File: src/rtl/pcu_pkg.sv
package pcu_pkg;
  localparam int PC_W  = 16;
  localparam int INS_W = 16;
  localparam int OP_W  = 4;
  localparam int IMM_W = 8;
  localparam int STEP_BYTES = 2;

  localparam logic [OP_W-1:0]  OP_BZ   = 4'hC;
  localparam logic [OP_W-1:0]  OP_BNZ  = 4'hD;
  localparam logic [OP_W-1:0]  OP_JMP  = 4'hF;
  localparam logic [INS_W-1:0] HALT_WORD = 16'h7FFF;

  typedef enum logic [2:0] {
    K_SEQ  = 3'd0,
    K_BZ   = 3'd1,
    K_BNZ  = 3'd2,
    K_JUMP = 3'd3,
    K_HALT = 3'd4
  } kind_t;

  // sign-extend an immediate byte and double it
  function automatic logic [PC_W-1:0] scaled_offset(input logic [IMM_W-1:0] imm);
    logic [PC_W-1:0] ext;
    ext = {{(PC_W-IMM_W){imm[IMM_W-1]}}, imm};
    return {ext[PC_W-2:0], 1'b0};
  endfunction

  // modular address sum
  function automatic logic [PC_W-1:0] addr_add(input logic [PC_W-1:0] a,
                                               input logic [PC_W-1:0] b);
    return a + b;
  endfunction

  // clear the byte-select bit of an address
  function automatic logic [PC_W-1:0] align_even(input logic [PC_W-1:0] a);
    return {a[PC_W-1:1], 1'b0};
  endfunction
endpackage

File: src/rtl/pcu_decode.sv
module pcu_decode
  import pcu_pkg::*;
#(
  parameter int IW = INS_W,
  parameter int AW = PC_W
) (
  input  logic [IW-1:0] instr,
  output kind_t         kind,
  output logic [AW-1:0] offs
);
  localparam int OPW = OP_W;
  localparam int IMW = IMM_W;

  logic [OPW-1:0] opc;
  logic           is_halt;

  assign opc     = instr[IW-1 -: OPW];
  assign is_halt = (instr == HALT_WORD);
  assign offs    = scaled_offset(instr[IMW-1:0]);

  always_comb begin
    if (is_halt)              kind = K_HALT;
    else if (opc == OP_BZ)    kind = K_BZ;
    else if (opc == OP_BNZ)   kind = K_BNZ;
    else if (opc == OP_JMP)   kind = K_JUMP;
    else                      kind = K_SEQ;
  end
endmodule

File: src/rtl/pcu_target.sv
module pcu_target
  import pcu_pkg::*;
#(
  parameter int AW = PC_W
) (
  input  logic [AW-1:0] pc,
  input  kind_t         kind,
  input  logic [AW-1:0] offs,
  input  logic [AW-1:0] rsel,
  output logic [AW-1:0] next_pc
);
  localparam logic [AW-1:0] INC = AW'(STEP_BYTES);

  logic [AW-1:0] seq_pc;
  logic [AW-1:0] rel_pc;
  logic [AW-1:0] abs_pc;
  logic          reg_zero;

  assign seq_pc   = addr_add(pc, INC);
  assign rel_pc   = addr_add(seq_pc, offs);
  assign abs_pc   = align_even(addr_add(rsel, offs));
  assign reg_zero = (rsel == '0);

  always_comb begin
    unique case (kind)
      K_BZ:    next_pc = reg_zero  ? rel_pc : seq_pc;
      K_BNZ:   next_pc = !reg_zero ? rel_pc : seq_pc;
      K_JUMP:  next_pc = abs_pc;
      default: next_pc = seq_pc;
    endcase
  end
endmodule

File: src/rtl/pcu_state.sv
module pcu_state #(
  parameter int AW = 16
) (
  input  logic          clk,
  input  logic          rst,
  input  logic          step,
  input  logic          halt_req,
  input  logic [AW-1:0] next_pc,
  output logic [AW-1:0] pc,
  output logic          halted,
  output logic          retire
);
  assign retire = step && !halted;

  always_ff @(posedge clk) begin
    if (rst) begin
      pc     <= '0;
      halted <= 1'b0;
    end else if (retire) begin
      pc     <= next_pc;
      halted <= halt_req;
    end
  end
endmodule

File: src/rtl/pcu_top.sv
module pcu_top
  import pcu_pkg::*;
#(
  parameter int AW = PC_W,
  parameter int IW = INS_W
) (
  input  logic          clk,
  input  logic          rst,
  input  logic          step,
  input  logic [IW-1:0] instr,
  input  logic [AW-1:0] rsel,
  output logic [AW-1:0] pc,
  output logic          halted
);
  kind_t         kind_w;
  logic [AW-1:0] offs_w;
  logic [AW-1:0] next_w;
  logic          retire_w;
  logic          halt_req_w;

  assign halt_req_w = (kind_w == K_HALT);

  pcu_decode #(.IW(IW), .AW(AW)) u_dec (
    .instr (instr),
    .kind  (kind_w),
    .offs  (offs_w)
  );

  pcu_target #(.AW(AW)) u_tgt (
    .pc      (pc),
    .kind    (kind_w),
    .offs    (offs_w),
    .rsel    (rsel),
    .next_pc (next_w)
  );

  pcu_state #(.AW(AW)) u_st (
    .clk      (clk),
    .rst      (rst),
    .step     (step),
    .halt_req (halt_req_w),
    .next_pc  (next_w),
    .pc       (pc),
    .halted   (halted),
    .retire   (retire_w)
  );
endmodule

File: config.mk
export PLATFORM = sky130hd
export DESIGN_NAME = pcu_top
export DESIGN_NICKNAME = d
export VERILOG_FILES = /design/src/rtl/pcu_pkg.sv /design/src/rtl/pcu_decode.sv /design/src/rtl/pcu_target.sv /design/src/rtl/pcu_state.sv /design/src/rtl/pcu_top.sv
export SDC_FILE = /design/constraint.sdc
export NUM_CORES = 1
export LEC_CHECK = 0
export BUFFER_PORTS_ARGS = -buffer_cell sky130_fd_sc_hd__buf_2
export CORE_ASPECT_RATIO = 0.75
export CORE_MARGIN = 1
export CORE_UTILIZATION = 25
export DETAILED_ROUTE_END_ITERATION = 10
export GPL_TIMING_DRIVEN = 0
export PLACE_DENSITY = 0.54
export SYNTH_ARGS = -nofsm -noshare
export SYNTH_HDL_FRONTEND = slang
export SYNTH_SLANG_ARGS = --single-unit
export TNS_END_PERCENT = 50
File: constraint.sdc
create_clock -name clk -period 3 [get_ports clk]
set_clock_uncertainty 0.15 [all_clocks]
set_input_delay 0.45 -clock clk [delete_from_list [all_inputs] [get_ports clk]]
set_output_delay 0.45 -clock clk [all_outputs]
set_load 0.005 [all_outputs]
* After elaboration in Yosys (flattened, before gate mapping)
Index checks and enable logic that the tools add are counted.
Cells by class: add/subtract/negate cells 3, eq/ne operators 8, multiplexer cells 7, reduce and logical (&&, ||, !) cells 3
Operators by type and width (number):
- $pmux 16 s3 | 1
- $add 16x16->16 | 2
- $mux 16 | 2
- $add 16x2->16 const B | 1
- $eq 16x15->1 const B | 1
- $logic_not 16->1 | 1
- $eq 4x4->1 const B | 3
- $mux 3 | 3
- $eq 3x2->1 const B | 2
- $eq 3x1->1 const B | 1
- $eq 3x3->1 const B | 1
- $mux 2 | 1
- $logic_and 1x1->1 | 1
- $logic_not 1->1 | 1
Word-level totals: output and inout port bits 17, bits of input ports 35, flip-flop bits (word level) 17, logic and storage cells 23

* Longest topological paths before layout
Gate-level depths: netlist (run 1).
word-level depth 7, gate-level depth with buffers 13, gate-level depth less buffers 12

* Modules after synthesis
A second synthesis (run 1) with hierarchy kept.
Unflattened totals: cells, all modules 392, area, all modules 3141.8 µm²
Modules (own cells, without submodules):
- pcu_target | seq. area each 0.0 µm², cells each 291, area each 2125.8 µm², times used 1
- pcu_state | seq. area each 340.3 µm², cells each 74, area each 793.3 µm², times used 1
- pcu_decode | seq. area each 0.0 µm², cells each 26, area each 210.2 µm², times used 1
- pcu_top | seq. area each 0.0 µm², cells each 1, area each 12.5 µm², times used 1

* Least setup slack after synthesis (run 1)
OpenSTA, ideal clock, no wires.
path kind reg-to-reg, start point register u_st.pc[2], end point register u_st.pc[12], path buffers 1, data required time 2.764 ns, clock period less this slack 2.942 ns, arrival time 2.707 ns, slack 0.058 ns, setup time 0.086 ns, stages on the path, launching flop included 14, path through dfxtp_1 > ha_1 > and2_2 > buf_2 > nand3_1 > xnor2_1 > ha_1 > a21oi_1 > inv_1 > a221o_1 > a41oi_1 > xnor2_1 > a221oi_2 > a211oi_1
On the way: longest elaborated chain between the ends 4, elaborated cells between the ends (all ways) 5, those cells by class add/sub (2); mux (3)
Ends and longest elaborated chain:
- from (decl) | line pcu_state.sv:9 | output logic [AW-1:0] pc,
- from (signal assigned) | line pcu_state.sv:20 | pc <= next_pc;
- $add 16x2->16 (*) | line pcu_pkg.sv:31 | return a + b;
- $add 16x16->16 | line pcu_pkg.sv:31
- $mux 16, on equally long branches | line pcu_target.sv:27, pcu_target.sv:26
- $pmux 16 s3 (*) | line pcu_target.sv:25 | unique case (kind)
Every way passes the cells marked *; elsewhere a longest branch is shown, timed or not. A chain may end at the register's enable or synchronous reset.

* Final worst setup path (run 1)
start point register u_st.pc[5], end point register u_st.pc[8]
The elaborated chain is that of the path after synthesis.

==> results.json, run 1 <==
{
  "outcome": "finished, final reports clean",
  "synth_cell_types": 64,
  "critPathArrivalTime_ns": 2.93,
  "grt_antenna_before_repair": 0,
  "path_buf_inv": 0,
  "fin_nets": 458,
  "antenna_cells": 0,
  "clock_latency_ns": 0.26,
  "p_total_mw": 1.12,
  "grt_pass1_wl_um": 13300,
  "cp-end-kind": "register",
  "peakVddDrop_v": 0.000179,
  "worstHoldStart": "rst",
  "period_needed_ns": 2.95,
  "slowest_delay_ns": 0.37,
  "r2r_cells": 10,
  "totalWireLength_um": 8770,
  "cp_cell_sequence": "and4_4 > and2_4 > xor2_1 > ha_1 > a211o_1 > a2bb2oi_2 > xnor2_1 > o22ai_1 > a211oi_2 > nor3_1",
  "grt_setup_unrepaired": "yes",
  "final_cell_area_um2": 3410,
  "synth_area_um2": 2570,
  "setup_viol": 0,
  "r2r_slack_ns": 0.05,
  "period_share_pct": 98.2,
  "syn_inst": 322,
  "first_pass_iters": 4,
  "synth_enable_flop_cells": 0,
  "clock-sinks": 16,
  "chipHeight_um": 89.9,
  "ys_ff_latch": 16,
  "grt_pass1_vias": 2499,
  "hpwl_um": 6760,
  "synth_top_cell_area_share_pct": 15.1,
  "leakagePower_nw": 1.47,
  "whs_endpoint": "u_st.pc[1]$_SDFFE_PP0P_",
  "startpoint_type": "register",
  "cp.required_ns": 2.99,
  "drv_slew": 0,
  "regToRegEndpoint": "u_st.pc[8]$_SDFFE_PP0P_",
  "critPathTopFamily": "compound AO/OA/AOI/OAI gates",
  "clkTransAtPathRegs_ns": 0.06,
  "synth_top_cell_by_area": "ha_1",
  "pwr_density_cell_nw_per_um2": 328,
  "async_reset_ff_share_pct": 0,
  "cap_violations": 0,
  "cts_max_level": 1,
  "cts_hold_buf": 0,
  "cpMaxStageDelayCell": "dfxtp_4",
  "critPathKind": "register to register",
  "hold_path_depth": 2,
  "slew_headroom_pct": 61.0,
  "cp_max_fo": 5,
  "cts_buffers": 3,
  "grt_max_degree": 22,
  "regArea_um2": 344,
  "multi_input_area_um2": 2340,
  "detail_route.vias_per_cell": 5.25,
  "port_buffers": 50,
  "drt_iter0_markers": 119,
  "min_path_type": "primary input to register",
  "hold_violations": 0,
  "ios": 52,
  "avgSynthCellArea_um2": 7.99,
  "synth_flop_cell": "dfxtp_1",
  "die_w_um": 119,
  "place_area_um2": 2990,
  "drive_above_1_share_pct": 33.9,
  "yosys_warnings": 0,
  "gp_congestion": 0.900,
  "post-route-drc-count": 0,
  "fmax_ghz": 0.339,
  "gr-usage-all-layers_pct": 16.0,
  "fill_cells": 1027,
  "syn_nets": 390,
  "std_cell_rows": 31,
  "antenna_left": 0,
  "vias": 2735,
  "overflow": 0,
  "ys_top_cells_by_area": "ha_1, dfxtp_1, xnor2_1",
  "die-area_um2": 10700,
  "ctsRootBufferMaster": "clkbuf_16",
  "coreArea_um2": 9810,
  "r2r_start": "u_st.pc[5]$_SDFFE_PP0P_",
  "start_util_pct": 26.2,
  "worst_slew_pin_slew_ns": 0.585,
  "yosysSeqAreaShare_pct": 12.4,
  "cts_tree": "done",
  "wl_per_cell_um": 16.8,
  "syn_to_final_growth_pct": 32.4,
  "clockBufferDepth": 2
}
## worst register-to-register path: cells and delay by family, from the launching register on
family                     cells  cell delay [ns]
AOI/OAI and AO/OA              4             0.93
xor gates and xnor gates       2             0.50
adders and majority gates      1             0.35
DFF                            1             0.37
and+or+nand+nor                3             0.53
## how the worst max path moves through the flow
| stage | startpoint | to | cells after the start |
|---|---|---|---|
| final | u_st.pc[5]$_SDFFE_PP0P_ | u_st.pc[8]$_SDFFE_PP0P_ | 10 |
| after floorplan | u_st.pc[2]$_SDFFE_PP0P_ | u_st.pc[12]$_SDFFE_PP0P_ | 13 |
| after global routing | u_st.pc[4]$_SDFFE_PP0P_ | u_st.pc[14]$_SDFFE_PP0P_ | 12 |
| after global placement | u_st.pc[3]$_SDFFE_PP0P_ | u_st.pc[15]$_SDFFE_PP0P_ | 12 |
| after CTS | u_st.pc[5]$_SDFFE_PP0P_ | u_st.pc[8]$_SDFFE_PP0P_ | 11 |
| after detailed placement | u_st.pc[3]$_SDFFE_PP0P_ | u_st.pc[15]$_SDFFE_PP0P_ | 12 |
## where the power goes
part	internal, mW	total, mW	switching (mW)
combinational	0.257	0.557	0.300
clock	0.204	0.309	0.105
sequential	0.228	0.254	0.0258
total	0.688	1.12	0.431
## Yosys cell counts (5+ instances only)
master    number
xor2_1        13
nand3_1       11
ha_1          31
inv_1          8
nor3_1        16
dfxtp_1       16
nor4_1         5
a21o_1        10
o21ai_0       12
nor2_1        35
a211oi_1       6
a221oi_1       7
o21a_1         6
nand2_1       15
a21oi_1       23
nand4_1        5
xnor2_1       23
## layout by cell type (no fill, tap or decap), types with 11 or more instances in the layout
cell type  synthesis  layout
nand2_1           15      14
buf_2              2      51
xor2_1            13      11
buf_4              2      15
nor3_1            16      14
a21oi_1           23      18
ha_1              31      25
nor2_1            35      34
xnor2_1           23      19
## cell type report
| cell class | instances | area share (%) |
|---|---|---|
| plain buffers | 8 | 2.24 |
| clock buffers | 4 | 2.61 |
| inverters | 8 | 0.881 |
| multi-input cells | 289 | 68.8 |
| flip-flops and latches | 16 | 10.1 |
| well taps | 132 | 4.85 |
| repair buffers | 64 | 10.5 |
## routing by layer
layer,track usage (%),share of wire (%)
met5,0,0
met4,1.90,0.26
met3,3.74,8.7
met2,22.2,40
met1,24.8,51
## registers in the layout, summed over array words and instances, names as in the netlist
register,flops
u_st.halted,1
u_st.pc,15
## stage by stage
stage | setup slack (ns) | utilization (%) | TNS [ns] | hold WS (ns) | std cells
3_5_place_dp | -0.320 | 30.5 | -1.04 | 0.371 | 504
2_1_floorplan | 0.0578 | - | 0 | 0.354 | 322
3_3_place_gp | -0.323 | 30.5 | -1.05 | 0.365 | 504
4_1_cts | -0.0131 | 32.8 | -0.0131 | 0.335 | 515
6_report | 0.0544 | 34.7 | 0 | 0.329 | 521
5_1_grt | -0.0929 | 34.7 | -0.175 | 0.358 | 521
## cells by family after synthesis
| family | count (synthesis) | synth area share (%) |
|---|---|---|
| other | 1 | 0.146 |
| AND/OR/NAND/NOR | 115 | 23.9 |
| multiplexers | 2 | 0.778 |
| AO/OA/AOI/OAI | 101 | 28.9 |
| flip-flops | 16 | 12.4 |
| XOR/XNOR | 37 | 12.9 |
| buffers and inverters | 17 | 4.33 |
| adder cells (fa/ha/maj) | 33 | 16.6 |
## timing repair
item,in CTS,in global routing
gates resized for setup,20,30
setup buffers,7,7
pin swaps,8,16
setup endpoints to repair,6,8
No activity file was read; power rests on OpenSTA's default activity.
==> run 2: changes to the inputs <==
PLACE_DENSITY = 0.47   (was 0.54)
==> results.json, run 2 (synthesized netlist as in run 1, its figures left out) <==
{
  "grt_setup_unrepaired": "yes",
  "leakagePower_nw": 1.51,
  "overflow": 0,
  "ios": 52,
  "r2r_start": "u_st.pc[4]$_SDFFE_PP0P_",
  "cap_violations": 0,
  "whs_endpoint": "u_st.pc[1]$_SDFFE_PP0P_",
  "largestRegisters": "u_st.pc: 15 flops, u_st.halted: 1 flops",
  "ctsRootBufferMaster": "clkbuf_16",
  "grt_pass1_wl_um": 13400,
  "die-area_um2": 10700,
  "fmax_ghz": 0.340,
  "worstHoldStart": "rst",
  "clock-sinks": 16,
  "hpwl_um": 6820,
  "hold_path_depth": 2,
  "worst_slew_pin_slew_ns": 0.630,
  "drv_slew": 0,
  "cp.required_ns": 2.98,
  "grt_antenna_before_repair": 0,
  "cts_tree": "done",
  "drive_above_1_share_pct": 34.3,
  "setup_viol": 0,
  "gp_congestion": 0.900,
  "cts_max_level": 1,
  "outcome": "finished, final reports clean",
  "pwr_density_cell_nw_per_um2": 324,
  "final_common_cell": "buf_2",
  "syn_to_final_growth_pct": 34.6,
  "drt_iter0_markers": 166,
  "final_cell_mix": "buf_2, nor2_1, ha_1",
  "coreArea_um2": 9810,
  "std_cell_rows": 31,
  "clockBufferDepth": 2,
  "setup-tns-final_ns": 0,
  "cts_hold_buf": 0,
  "final_util_pct": 35.3,
  "min_path_type": "primary input to register",
  "post-route-drc-count": 0,
  "grt_pass1_vias": 2471,
  "clock_latency_ns": 0.25,
  "gr-usage-all-layers_pct": 16.0,
  "r2r_slack_ns": 0.06,
  "fin_nets": 463,
  "grt_max_degree": 22,
  "critPathKind": "register to register",
  "period_share_pct": 98.0,
  "first_pass_iters": 4,
  "vias": 2759,
  "slew_headroom_pct": 58.0,
  "peakVddDrop_v": 0.000193,
  "top_register": "u_st.pc",
  "wl_per_cell_um": 16.9,
  "antenna_left": 0,
  "antenna_cells": 0,
  "fill_cells": 1057,
  "critPathArrivalTime_ns": 2.92,
  "start_util_pct": 26.2,
  "port_buffers": 50,
  "period_needed_ns": 2.94,
  "chipHeight_um": 89.9,
  "cts_buffers": 3,
  "die_w_um": 119,
  "cp_max_fo": 6,
  "startpoint_type": "register",
  "place_area_um2": 2990,
  "final_cell_area_um2": 3460,
  "largest_reg_flops": 15,
  "hold_violations": 0,
  "detail_route.vias_per_cell": 5.25,
  "clkTransAtPathRegs_ns": 0.06,
  "totalWireLength_um": 8910,
  "cp-end-kind": "register",
  "regToRegEndpoint": "u_st.pc[8]$_SDFFE_PP0P_",
  "r2r_cells": 10
}
[run 2: worst max path at each step]
stage                                  startpoint                       end
after floorplan           u_st.pc[2]$_SDFFE_PP0P_  u_st.pc[12]$_SDFFE_PP0P_
after global placement    u_st.pc[3]$_SDFFE_PP0P_  u_st.pc[15]$_SDFFE_PP0P_
after detailed placement  u_st.pc[3]$_SDFFE_PP0P_  u_st.pc[15]$_SDFFE_PP0P_
after CTS                 u_st.pc[3]$_SDFFE_PP0P_  u_st.pc[15]$_SDFFE_PP0P_
after global routing      u_st.pc[4]$_SDFFE_PP0P_  u_st.pc[15]$_SDFFE_PP0P_
final                     u_st.pc[4]$_SDFFE_PP0P_   u_st.pc[8]$_SDFFE_PP0P_
[run 2: critical path: stages, from the launching register on]
cell and delay [ns]:
dfxtp_4 0.37, and4_4 0.25, and2_4 0.18, xor2_1 0.25, ha_1 0.34, a211o_1 0.31, a2bb2oi_2 0.21, xnor2_1 0.23
o22ai_1 0.14, a211oi_1 0.30, nor3_1 0.09
[run 2: metrics by stage]
step | power [mW] | worst slack, ns | instances | hold WS (ns)
2_1_floorplan | 0.593 | 0.0578 | 322 | 0.354
3_3_place_gp | 0.731 | -0.363 | 504 | 0.367
3_5_place_dp | 0.737 | -0.408 | 504 | 0.371
4_1_cts | 1.06 | 0.0244 | 514 | 0.322
5_1_grt | 1.19 | -0.0392 | 526 | 0.329
6_report | 1.12 | 0.0614 | 526 | 0.330
[run 2: power by group]
group          switching [mW]  internal [mW]
Combinational           0.302          0.263
Clock                  0.0983          0.203
Sequential             0.0268          0.228
Total                   0.427          0.694
[run 2: layer usage]
metal | vias up | wire, um | track usage, %
met5 | - | 0 | 0
met4 | 0 | 55 | 1.27
met3 | 6 | 523 | 2.28
met2 | 91 | 3490 | 21.9
met1 | 1288 | 4850 | 26.3
li1 | 1374 | - | -
[run 2: repair_timing]
action                     in CTS  in global routing
setup endpoints to repair       7                  7
buffers inserted                7                 12
cloned                          0                  0
gates resized for setup        18                 32
pin swaps                      10                 17
[run 2: layout make-up]
cell class | instances | area [um^2] | share of cell area (%)
Multi-Input combinational cell | 289 | 2360 | 68.2
Timing Repair Buffer | 69 | 397 | 11.4
Sequential cell | 16 | 345 | 9.97
Tap cell | 132 | 165 | 4.77
Clock buffer | 4 | 88.8 | 2.56
Buffer | 8 | 76.3 | 2.20
Inverter | 8 | 30.0 | 0.867
==> run 3: changes to the inputs <==
ABC_AREA = 1   (was default)
==> results.json, run 3 <==
{
  "outcome": "finished, final reports clean",
  "gp_congestion": 0.864,
  "worstHoldStart": "rst",
  "synthMuxAreaShare_pct": 0,
  "synth_enable_flop_cells": 0,
  "setup-tns-final_ns": 0,
  "synth_top_cell_by_area": "nand2_1",
  "syn_inst": 479,
  "coreArea_um2": 10500,
  "setup_viol": 0,
  "clock_latency_ns": 0.26,
  "vias": 3297,
  "post-route-drc-count": 0,
  "grt_pass1_wl_um": 15700,
  "synth_flop_cell": "dfxtp_1",
  "grt_setup_unrepaired": "no",
  "start_util_pct": 26.3,
  "peakVddDrop_v": 0.000205,
  "synth_xor_area_share_pct": 5.95,
  "chipHeight_um": 93.2,
  "ys_top_cells_by_area": "nand2_1, ha_1, dfxtp_1",
  "pwr_density_cell_nw_per_um2": 309,
  "largest_reg_flops": 15,
  "synth_compound_area_share_pct": 16.1,
  "largestRegisters": "u_st.pc: 15 flops, u_st.halted: 1 flops",
  "worst_slew_pin_slew_ns": 0.607,
  "clkTransAtPathRegs_ns": 0.06,
  "critPathArrivalTime_ns": 2.79,
  "antenna_left": 0,
  "synthAdderAreaFrac_pct": 15.4,
  "overflow": 0,
  "grt_max_degree": 20,
  "cts_buffers": 3,
  "yosysMostFrequentCell": "nand2_1",
  "drive_above_1_share_pct": 15.5,
  "port_buffers": 50,
  "gr-usage-all-layers_pct": 17.8,
  "totalWireLength_um": 9880,
  "drt_iter0_markers": 234,
  "min_path_type": "primary input to register",
  "synth_top_family_by_area": "simple AND/OR/NAND/NOR gates",
  "ctsRootBufferMaster": "clkbuf_16",
  "clock-sinks": 16,
  "cts_tree": "done",
  "final_cell_mix": "nand2_1, nor2_1, buf_2",
  "cap_violations": 0,
  "fmax_ghz": 0.360,
  "synth_commonest_cells": "nand2_1, nor2_1, inv_1",
  "synth_top_cell_area_share_pct": 18.8,
  "synth_cell_types": 35,
  "top_register": "u_st.pc",
  "final_common_cell": "nand2_1",
  "startpoint_type": "register",
  "ios": 52,
  "drv_slew": 0,
  "syn_nets": 547,
  "r2r_start": "u_st.pc[1]$_SDFFE_PP0P_",
  "detail_route.vias_per_cell": 4.91,
  "die-area_um2": 11500,
  "cp-end-kind": "register",
  "grt_pass1_vias": 3033,
  "synth_simple_gate_area_share_pct": 42.7,
  "period_share_pct": 92.5,
  "antenna_cells": 0,
  "fin_nets": 604,
  "syn_to_final_growth_pct": 20.1,
  "fill_cells": 1209,
  "ys_ff_latch": 16,
  "wl_per_cell_um": 14.7,
  "crit_start": "u_st.pc[1]$_SDFFE_PP0P_",
  "critPathKind": "register to register",
  "p_total_mw": 1.03,
  "die_w_um": 124,
  "yosys_warnings": 0,
  "leakagePower_nw": 1.76,
  "slew_headroom_pct": 59.6,
  "grt_antenna_before_repair": 0,
  "hold_violations": 0,
  "cts_hold_buf": 0,
  "cp_max_fo": 7,
  "clockBufferDepth": 2,
  "async_reset_ff_share_pct": 0,
  "hpwl_um": 8360,
  "std_cell_rows": 32,
  "cp.required_ns": 3.01,
  "cts_max_level": 1,
  "first_pass_iters": 4,
  "yosysSeqAreaShare_pct": 11.5,
  "period_needed_ns": 2.78,
  "synth_area_um2": 2770,
  "holdWs_ns": 0.294,
  "avgSynthCellArea_um2": 5.79
}
[run 3: logic make-up after synthesis]
logic type      count (synthesis)
buf+inv                        57
compound gates                 83
flops                          16
other cells                     1
xor+xnor                       18
fa+ha+maj                      33
simple gates                  271
[run 3: final timing paths]
check / endpoint / slack (ns) / cells after the start
max: u_st.pc[15]$_SDFFE_PP0P_ / 0.22 / 19
min: u_st.halted$_SDFFE_PP0P_ / 0.29 / 2
max reg2reg: u_st.pc[15]$_SDFFE_PP0P_ / 0.22 / 19
min reg2reg: u_st.halted$_SDFFE_PP0P_ / 0.41 / 2
[run 3: layout make-up]
cell class / count / area (um^2) / share of cell area, %
Buffer: 6 / 35.0 / 1.05
Clock buffer: 4 / 88.8 / 2.67
Inverter: 51 / 191 / 5.75
Multi-Input combinational cell: 406 / 2250 / 67.7
Sequential cell: 16 / 325 / 9.77
Tap cell: 136 / 170 / 5.11
Timing Repair Buffer: 52 / 265 / 7.96
[run 3: power by group]
part | total [mW] | switching, mW | internal (mW)
Combinational | 0.465 | 0.291 | 0.174
Sequential | 0.254 | 0.0257 | 0.228
Clock | 0.312 | 0.109 | 0.204
[run 3: metal layers]
| layer | track usage, % | vias up | share of wire, % |
|---|---|---|---|
| met5 | 0 | - | 0 |
| met4 | 3.41 | 0 | 1.7 |
| met3 | 2.87 | 15 | 6.3 |
| met2 | 24.9 | 104 | 37 |
| met1 | 27.8 | 1464 | 55 |
| li1 | - | 1714 | - |
[run 3: timing repair]
| action | in CTS | in global routing |
|---|---|---|
| setup endpoints to repair | 0 | 5 |
| setup buffers | 0 | 2 |
| gates resized for setup | 0 | 9 |
[run 3: stage by stage]
step / instance area (um^2) / util, % / worst slack (ns) / cells
after global placement: 3190 / 30.3 / 0.0633 / 665
after CTS: 3280 / 31.2 / 0.0266 / 669
final: 3330 / 31.6 / 0.224 / 671
after floorplan: 2770 / - / 0.482 / 479
after detailed placement: 3190 / 30.3 / 0.0407 / 665
after global routing: 3330 / 31.6 / 0.0281 / 671
[run 3: critical path, cell delays in order (launching register included)]
cell and delay, ns:
dfxtp_4 0.39, ha_2 0.23, nand3_2 0.10, nor2_4 0.20, nand4_4 0.14, nor2_4 0.13
xor2_2 0.17, ha_2 0.33, nand2_1 0.11, inv_1 0.05, nand2_1 0.06, nand2_1 0.04
a21oi_1 0.11, nand2_1 0.10, inv_1 0.06, nand2_1 0.05, nand3_1 0.06, nand4_1 0.10
nand2_1 0.07, inv_1 0.04
